File: src/rtl/psp_pkg.sv
package psp_pkg;
  // RTS field codes in control bits 6:5
  localparam logic [1:0] RTS_LOW      = 2'b00;
  localparam logic [1:0] RTS_LOW_TXI  = 2'b01;
  localparam logic [1:0] RTS_HIGH     = 2'b10;
  localparam logic [1:0] RTS_LOW_BRK  = 2'b11;
  // control write low bits that request a master reset
  localparam logic [1:0] MRESET_CODE  = 2'b11;
  // status bit positions
  localparam int ST_RXFULL = 0;
  localparam int ST_TXEMPTY = 1;
  localparam int ST_IRQ = 7;
  // control bit positions
  localparam int CT_RIE = 7;
  localparam int CT_RTS_LO = 5;
endpackage

File: src/rtl/psp_tick_gate.sv
module psp_tick_gate #(
  parameter int SAMPLE_BITS = 8
) (
  input  logic clk,
  input  logic rst,
  output logic sample
);
  logic [SAMPLE_BITS-1:0] tick_cnt;

  always_ff @(posedge clk) begin
    if (rst) tick_cnt <= '0;
    else     tick_cnt <= tick_cnt + 1'b1;
  end

  assign sample = (tick_cnt == '0);
endmodule

File: src/rtl/psp_ctrl_reg.sv
module psp_ctrl_reg
  import psp_pkg::*;
#(
  parameter int DATA_W = 8
) (
  input  logic              clk,
  input  logic              rst,
  input  logic              wr_en,
  input  logic [DATA_W-1:0] wdata,
  output logic              rie,
  output logic              rts_hold,
  output logic              mreset
);
  logic [1:0] rts_field;

  always_ff @(posedge clk) begin
    if (rst) begin
      rie       <= 1'b0;
      rts_field <= RTS_LOW;
    end else if (wr_en) begin
      rie       <= wdata[CT_RIE];
      rts_field <= wdata[CT_RTS_LO +: 2];
    end
  end

  assign rts_hold = (rts_field == RTS_HIGH);
  assign mreset   = wr_en && (wdata[1:0] == MRESET_CODE);
endmodule

File: src/rtl/psp_rx_hold.sv
module psp_rx_hold #(
  parameter int DATA_W = 8
) (
  input  logic              clk,
  input  logic              rst,
  input  logic              sample,
  input  logic              hold_off,
  input  logic              mreset,
  input  logic              rd_clr,
  input  logic              src_valid,
  input  logic [DATA_W-1:0] src_data,
  output logic              src_take,
  output logic              full,
  output logic [DATA_W-1:0] held
);
  assign src_take = sample && src_valid && !hold_off && !full && !mreset;

  always_ff @(posedge clk) begin
    if (rst) begin
      full <= 1'b0;
      held <= '0;
    end else begin
      if (src_take) held <= src_data;
      if (mreset)        full <= 1'b0;
      else if (src_take) full <= 1'b1;
      else if (rd_clr)   full <= 1'b0;
    end
  end


  take_in_window_chk: assert property (@(posedge clk) disable iff (rst)
    src_take |-> sample);

  take_sets_full_chk: assert property (@(posedge clk) disable iff (rst)
    src_take |=> full);

  held_kept_chk: assert property (@(posedge clk) disable iff (rst)
    (full && !rd_clr && !mreset) |=> (full && $stable(held)));
endmodule

File: src/rtl/psp_tx_hold.sv
module psp_tx_hold #(
  parameter int DATA_W = 8
) (
  input  logic              clk,
  input  logic              rst,
  input  logic              wr_en,
  input  logic [DATA_W-1:0] wdata,
  input  logic              mreset,
  input  logic              sink_ready,
  output logic              pend,
  output logic [DATA_W-1:0] pend_data
);
  always_ff @(posedge clk) begin
    if (rst) begin
      pend      <= 1'b0;
      pend_data <= '0;
    end else if (mreset) begin
      pend <= 1'b0;
    end else if (wr_en && !pend) begin
      pend      <= 1'b1;
      pend_data <= wdata;
    end else if (pend && sink_ready) begin
      pend <= 1'b0;
    end
  end


  tx_hold_steady_chk: assert property (@(posedge clk) disable iff (rst)
    (pend && !sink_ready && !mreset) |=> (pend && $stable(pend_data)));
endmodule

File: src/rtl/polled_serial_port.sv
module polled_serial_port
  import psp_pkg::*;
#(
  parameter int ADDR_W      = 8,
  parameter int DATA_W      = 8,
  parameter int SAMPLE_BITS = 8,
  parameter logic [ADDR_W-1:0] STAT_ADDR = 8'h80,
  parameter logic [ADDR_W-1:0] DATA_ADDR = 8'h81
) (
  input  logic              clk,
  input  logic              rst,
  input  logic              io_sel,
  input  logic              io_we,
  input  logic [ADDR_W-1:0] io_addr,
  input  logic [DATA_W-1:0] io_wdata,
  output logic [DATA_W-1:0] io_rdata,
  input  logic              rx_valid,
  input  logic [DATA_W-1:0] rx_data,
  output logic              rx_ready,
  output logic              tx_valid,
  output logic [DATA_W-1:0] tx_data,
  input  logic              tx_ready,
  output logic              irq_n
);
  logic hit_stat, hit_data;
  logic rd_stat, rd_data, wr_stat, wr_data;
  logic sample, rie, rts_hold, mreset;
  logic rx_full;
  logic [DATA_W-1:0] rx_byte;
  logic [DATA_W-1:0] status_word;

  assign hit_stat = io_sel && (io_addr == STAT_ADDR);
  assign hit_data = io_sel && (io_addr == DATA_ADDR);
  assign rd_stat  = hit_stat && !io_we;
  assign rd_data  = hit_data && !io_we;
  assign wr_stat  = hit_stat && io_we;
  assign wr_data  = hit_data && io_we;

  psp_tick_gate #(.SAMPLE_BITS(SAMPLE_BITS)) tick_i (
    .clk(clk), .rst(rst), .sample(sample));

  psp_ctrl_reg #(.DATA_W(DATA_W)) ctrl_i (
    .clk(clk), .rst(rst), .wr_en(wr_stat), .wdata(io_wdata),
    .rie(rie), .rts_hold(rts_hold), .mreset(mreset));

  psp_rx_hold #(.DATA_W(DATA_W)) rx_i (
    .clk(clk), .rst(rst), .sample(sample), .hold_off(rts_hold),
    .mreset(mreset), .rd_clr(rd_data), .src_valid(rx_valid),
    .src_data(rx_data), .src_take(rx_ready), .full(rx_full), .held(rx_byte));

  psp_tx_hold #(.DATA_W(DATA_W)) tx_i (
    .clk(clk), .rst(rst), .wr_en(wr_data), .wdata(io_wdata),
    .mreset(mreset), .sink_ready(tx_ready), .pend(tx_valid), .pend_data(tx_data));

  always_comb begin
    status_word = '0;
    status_word[ST_RXFULL]  = rx_full;
    status_word[ST_TXEMPTY] = tx_ready && !tx_valid;
    status_word[ST_IRQ]     = rx_full && rie;
  end

  always_ff @(posedge clk) begin
    if (rst) begin
      io_rdata <= '0;
      irq_n    <= 1'b1;
    end else begin
      irq_n <= !(rx_full && rie);
      if (rd_stat)      io_rdata <= status_word;
      else if (rd_data) io_rdata <= rx_byte;
      else              io_rdata <= '0;
    end
  end


  rts_blocks_take_chk: assert property (@(posedge clk) disable iff (rst)
    rts_hold |-> !rx_ready);

  irq_release_chk: assert property (@(posedge clk) disable iff (rst)
    $fell(rx_full) |=> irq_n);

  mreset_clears_chk: assert property (@(posedge clk) disable iff (rst)
    mreset |=> (!rx_full && !tx_valid));
endmodule

File: config.mk
export PLATFORM = sky130hd
export DESIGN_NAME = polled_serial_port
export DESIGN_NICKNAME = d
export VERILOG_FILES = /design/src/rtl/psp_pkg.sv /design/src/rtl/psp_tick_gate.sv /design/src/rtl/psp_ctrl_reg.sv /design/src/rtl/psp_rx_hold.sv /design/src/rtl/psp_tx_hold.sv /design/src/rtl/polled_serial_port.sv
export SDC_FILE = /design/constraint.sdc
export NUM_CORES = 1
export LEC_CHECK = 0
export ABC_AREA = 1
export BUFFER_PORTS_ARGS = -buffer_cell sky130_fd_sc_hd__buf_2
export CORE_ASPECT_RATIO = 0.9
export CORE_MARGIN = 2
export CORE_UTILIZATION = 50
export CTS_CLUSTER_SIZE = 28
export DETAILED_ROUTE_END_ITERATION = 10
export PLACE_DENSITY = 0.77
export SLEW_MARGIN = 15
export SYNTH_ARGS = -nofsm -noshare
export SYNTH_HDL_FRONTEND = slang
export SYNTH_SLANG_ARGS = --single-unit
File: constraint.sdc
create_clock -name clk -period 2.3 [get_ports clk]
set_input_delay 0.115 -clock clk [delete_from_list [all_inputs] [get_ports clk]]
set_output_delay 0.115 -clock clk [all_outputs]
set_load 0.02 [all_outputs]
# Word level (Yosys, flattened, before mapping)
# Cells that the tools add are included.
[classes] muxes=6 n_eq_ne=4 reduce_logical=27 n_addsub=1 n_bitwise=2
[ops] operator="equality test 8 bit, second input constant" n=2
[ops] operator="two-way mux 8 bit" n=2
[ops] operator="logical AND 1 bit" n=15
[ops] operator="adder 8 x 1 -> 8 bit, second input constant" n=1
[ops] operator="logical NOT 8 bit" n=1
[ops] operator="logical NOT 1 bit" n=6
[ops] operator="equality test 2 bit, second input constant" n=2
[ops] operator="two-way mux 1 bit" n=4
[ops] operator="nonzero test 2 bit" n=2
[ops] operator="OR reduction 3 bit" n=1
[ops] operator="inverter 1 bit" n=2
[ops] operator="AND reduction 2 bit" n=1
[ops] operator="OR reduction 2 bit" n=1
[word_totals] reg_bits=38 word_cells=50 input_bits=30 output_inout_bits=19

# Logic depth before layout (Yosys ltp)
[depth] word_depth=7 ltp_mapped=9 depth_no_buf=9

# By module
# From an unflattened synthesis, not the netlist that was laid out.
[hier_totals] cells_unflattened=259 area_unflattened_um2=1759.2
[modules_own_cells] module="psp_rx_hold" n_inst=1 seq_area_each_um2=180.2 cells_each=62 area_per_inst_um2=439.2
[modules_own_cells] module="polled_serial_port" n_inst=1 seq_area_each_um2=180.2 cells_each=63 area_per_inst_um2=421.7
[modules_own_cells] module="psp_tx_hold" n_inst=1 seq_area_each_um2=180.2 cells_each=58 area_per_inst_um2=391.6
[modules_own_cells] module="psp_tick_gate" n_inst=1 seq_area_each_um2=160.2 cells_each=54 area_per_inst_um2=372.9
[modules_own_cells] module="psp_ctrl_reg" n_inst=1 seq_area_each_um2=60.1 cells_each=22 area_per_inst_um2=133.9

# Worst setup path before layout
# OpenSTA, ideal clock, no wires.
[synth_path] kind="register -> output" start="register tick_i.tick_cnt[0]" end="output port rx_ready" n_path_buf=0 required_ns=2.185 arrival_ns=1.166 setup_slack_ns=1.019 stages_incl_launch_ff=7 path_cell_list="dfxtp_1 -> inv_1 -> ha_1 -> nand3_1 -> nor3_4 -> nand2_1 -> inv_1"
[synth_via] elab_chain_len=5
[synth_lines] element="start: declaration" line_no="psp_tick_gate.sv:8" text="logic [SAMPLE_BITS-1:0] tick_cnt;"
[synth_lines] element="start signal: assignment" line_no="psp_tick_gate.sv:12" text="else tick_cnt <= tick_cnt + 1'b1;"
[synth_lines] element="logical NOT 8 bit" line_no="psp_tick_gate.sv:15" text="assign sample = (tick_cnt == '0);"
[synth_lines] element="logical AND 1 bit (4 in series)" line_no="psp_rx_hold.sv:16" text="assign src_take = sample && src_valid && !hold_off && !full && !mreset;"
[synth_lines] element="end: declaration" line_no="polled_serial_port.sv:19" text="output logic rx_ready,"
# Every way passes these cells.

# Worst setup path after layout
# Same ends and word-level chain as after synthesis.

==> results by stage <==
Clocking:
- The number of gates given a new drive strength after cts is 0.
- The hold buffer count at CTS is 0.
- The clock-pin slew on the worst setup and hold paths is 70 ps.
- The cell sitting at the root of the clock tree is a sky130_fd_sc_hd__clkbuf_8.
- No sink is reached through more buffers than the 2 on the longest clock path.
- The insertion delay to the later sink of the worst-skew pair is 290 ps.
- Clock tree synthesis found a total of 38 sinks.
- The TritonCTS clock tree is yes.
- TritonCTS created 5 clock buffers.
- CTS built an H-tree with a depth of 2.
- The number of setup buffers added after CTS is 0.

Route:
- The post-detailed-route via-to-cell ratio is 4.56.
- The routed wire length is 3310 um.
- The total DRC errors in the routed layout is 0.
- After detailed routing, the average wire length per cell comes to 9.99 um.
- The final antenna-violating net count is 0.
- The first routing iteration left 122 violations.
- For this run, the detailed router's first-pass iteration total came to 5.
- The detailed router placed 1509 vias in this run.

Timing:
- Setup repair after global routing left no endpoint under its margin.
- The final hold violation count is 0.
- Of the available clock period, the critical path in the final layout requires 0.765.
- The maximum frequency from static timing analysis is 0.569 GHz.
- The measured slew at the worst slew-check pin is 481 ps.
- The post-route worst hold slack is 45.7 ps.
- The clock skew is 1.79 ps.
- The worst pin sits at a relative slew slack of 0.676.
- The final-report max-slew violation count is 0.
- For the final routed database, the setup TNS stands at 0 ps.
- Setup violations remaining at the end of the flow were counted as 0.
- The final critical-path required period is 1760 ps.

Worst setup path:
- The kind of end point of the critical path is an output pin.
- The path type of the worst setup path is reg2out.
- The worst path arrival time is 1640 ps.
- The type of origin of the critical path is a register.
- Of all nets on the critical path, the largest fanout is 10.
- For the worst setup path, the data required time is 2180 ps.

Floorplanning:
- The die is 66.3 um wide.
- The height of the die is 60.1 um.
- The placement row count is 20.
- For this design the top-level I/O count stands at 49.
- The floorplan step defined a die boundary enclosing 3990 um2.
- The core region area is 3350 um2.
- The starting density of the core is 0.522.

GRT:
- Summed over all layers, the global routing overflow is 0.
- The number of antenna violations at the first check in global routing came to 0.
- Entering global routing, the biggest net connects 19 pins.
- The total track usage is 0.181.
- The first-pass GRT wire length is 5450 um.
- The number of global-route vias before repair is 1298.

Finish:
- In the final layout, the share of cells above drive strength 1 is 0.251.
- At the end of the flow, the number of nets in the layout was 318.
- The number of diodes added for antenna fixing is 0.
- Once layout is complete, the utilization of the core stands at 0.623.
- The synthesis-to-finish area growth is 19.5%.

Synthesis:
- Each instance of the synthesized netlist takes up on average 7.41 um2.
- Summing every instance area after synthesis gives 1750 um2.
- The post-synthesis net count is 268.
- The distinct cell type count of the synthesized netlist is 26.
- During synthesis, Yosys emitted a total of 0 warnings.
- The synthesis-stage register bit count is 38.
- The register area share after synthesis is 0.435.
- Counting every instance in the synthesized netlist gives 236.

Power:
- The power consumption is 0.00130 W.
- For this design the ratio of total power to cell area is 621 nW/um2.
- The cell leakage power is 1.06 nW.
- The peak supply drop is 0.572 mV.

Placement:
- The number of buffers added on ports is 48.
- Summed over all nets, the half-perimeter wirelength after detailed placement is 2330 um.
- Routability-driven placement finished with a final weighted congestion of 0.810.

Status:
- The flow ran to the end, and the final reports show no timing, DRC or antenna violations.

Min path:
- The kind of path behind the tightest hold check is in2reg.

Job:
- The max-cap check violation count is 0.
-- cell usage in the layout (no fill, tap or decap) --
master and n:
sky130_fd_sc_hd__inv_1 48, sky130_fd_sc_hd__buf_2 48, sky130_fd_sc_hd__nand2_1 38, sky130_fd_sc_hd__nor2_1 38
sky130_fd_sc_hd__dfxtp_1 38, sky130_fd_sc_hd__nand3_1 18, sky130_fd_sc_hd__a21oi_1 18, sky130_fd_sc_hd__clkbuf_8 6
sky130_fd_sc_hd__o21ai_0 5, sky130_fd_sc_hd__nor2_2 3, sky130_fd_sc_hd__nand4_1 3, sky130_fd_sc_hd__o21ai_2 3
sky130_fd_sc_hd__nor3_1 3, sky130_fd_sc_hd__nand2_2 2, sky130_fd_sc_hd__nand4_4 2, sky130_fd_sc_hd__nor3_4 2
sky130_fd_sc_hd__ha_1 2, sky130_fd_sc_hd__nor2_8 1, sky130_fd_sc_hd__clkinv_1 1, sky130_fd_sc_hd__nand3_4 1
sky130_fd_sc_hd__nor4_1 1, sky130_fd_sc_hd__or2_2 1, sky130_fd_sc_hd__nor2_4 1, sky130_fd_sc_hd__nand3b_1 1
sky130_fd_sc_hd__clkbuf_1 1, sky130_fd_sc_hd__clkinv_2 1, sky130_fd_sc_hd__buf_4 1
-- stage by stage --
step | std cells | area, um2 | setup slack (ps)
2_1_floorplan | 236 | 1750 | 1020
3_3_place_gp | 323 | 2000 | 863
3_5_place_dp | 323 | 2000 | 835
4_1_cts | 331 | 2090 | 521
5_1_grt | 331 | 2090 | 412
6_report | 331 | 2090 | 541
-- flip-flops by register name, summed over array words and instances, names as in the netlist --
signal / cells
ctrl_i.rie: 1
ctrl_i.rts_field: 2
io_rdata: 8
irq_n: 1
rx_i.full: 1
rx_i.held: 8
tick_i.tick_cnt: 8
tx_i.pend: 1
tx_i.pend_data: 8
-- final timing paths --
check	cells after the start	startpoint	slack, ps	endpoint
max	7	tick_i.tick_cnt[0]	540	rx_ready
min	3	io_wdata[4]	50	tx_i.pend_data[4]
max reg2reg	6	tick_i.tick_cnt[0]	960	rx_i.held[3]
min reg2reg	2	rx_i.held[2]	430	io_rdata[2]
-- worst max-delay path: stages, from the launching register on --
cell and delay [ps]:
sky130_fd_sc_hd__dfxtp_1 340, sky130_fd_sc_hd__inv_1 60, sky130_fd_sc_hd__ha_1 160, sky130_fd_sc_hd__nand3_1 120, sky130_fd_sc_hd__nor3_4 370, sky130_fd_sc_hd__nand2_1 100, sky130_fd_sc_hd__inv_1 50, sky130_fd_sc_hd__buf_2 150
-- metal layers --
layer	vias to the layer above	track usage	wire, um
met3	6	0.0546	242
li1	823	-	-
met2	40	0.290	1460
met5	-	0	0
met1	640	0.230	1560
met4	0	0.0700	43
-- power by group --
group	internal [W]	total (W)	switching, W
clock network	0.000242	0.000467	0.000225
registers	0.000679	0.000693	0.0000133
logic	0.0000579	0.000139	0.0000812
total	0.000979	0.00130	0.000320
-- cell families after synthesis --
kind of cell	after synthesis	share of synthesized area
flip-flops	38	0.435
buffers and inverters	55	0.136
AND/OR/NAND/NOR	115	0.334
adder cells (fa/ha/maj)	2	0.0143
AO/OA/AOI/OAI	26	0.0808
-- area by class of cell --
| cell class | count | area (um2) |
|---|---|---|
| fill | 319 | 1260 |
| timing repair buffer | 49 | 248 |
| multi-input combinational | 143 | 751 |
| sequential | 38 | 761 |
| clock inverter | 1 | 5.00 |
| tap | 44 | 55.1 |
| inverter | 49 | 184 |
| clock buffer | 7 | 86.3 |
-- synthesized netlist by cell type --
library cell,count,area (um2)
sky130_fd_sc_hd__nand4_1,3,18.8
sky130_fd_sc_hd__nand3_4,1,17.5
sky130_fd_sc_hd__o21ai_2,3,26.3
sky130_fd_sc_hd__nand3_1,18,90.1
sky130_fd_sc_hd__clkinv_1,1,3.75
sky130_fd_sc_hd__dfxtp_1,38,761
sky130_fd_sc_hd__nor3_1,3,15.0
sky130_fd_sc_hd__o21ai_0,5,25.0
sky130_fd_sc_hd__nor4_1,1,6.26
sky130_fd_sc_hd__nand2_2,2,12.5
sky130_fd_sc_hd__nand2_1,38,143
sky130_fd_sc_hd__nand3b_1,1,7.51
sky130_fd_sc_hd__nor2_1,38,143
sky130_fd_sc_hd__buf_6,2,22.5
sky130_fd_sc_hd__a21oi_1,18,90.1
sky130_fd_sc_hd__buf_4,1,7.51
sky130_fd_sc_hd__nor2_4,1,11.3
sky130_fd_sc_hd__ha_1,2,25.0
sky130_fd_sc_hd__nor2_8,1,20.0
sky130_fd_sc_hd__clkbuf_8,1,13.8
sky130_fd_sc_hd__or2_2,1,6.26
sky130_fd_sc_hd__buf_2,2,10.0
sky130_fd_sc_hd__inv_1,48,180
sky130_fd_sc_hd__nor2_2,3,18.8
sky130_fd_sc_hd__nor3_4,2,32.5
sky130_fd_sc_hd__nand4_4,2,42.5
(Power assumes the default switching activity.)
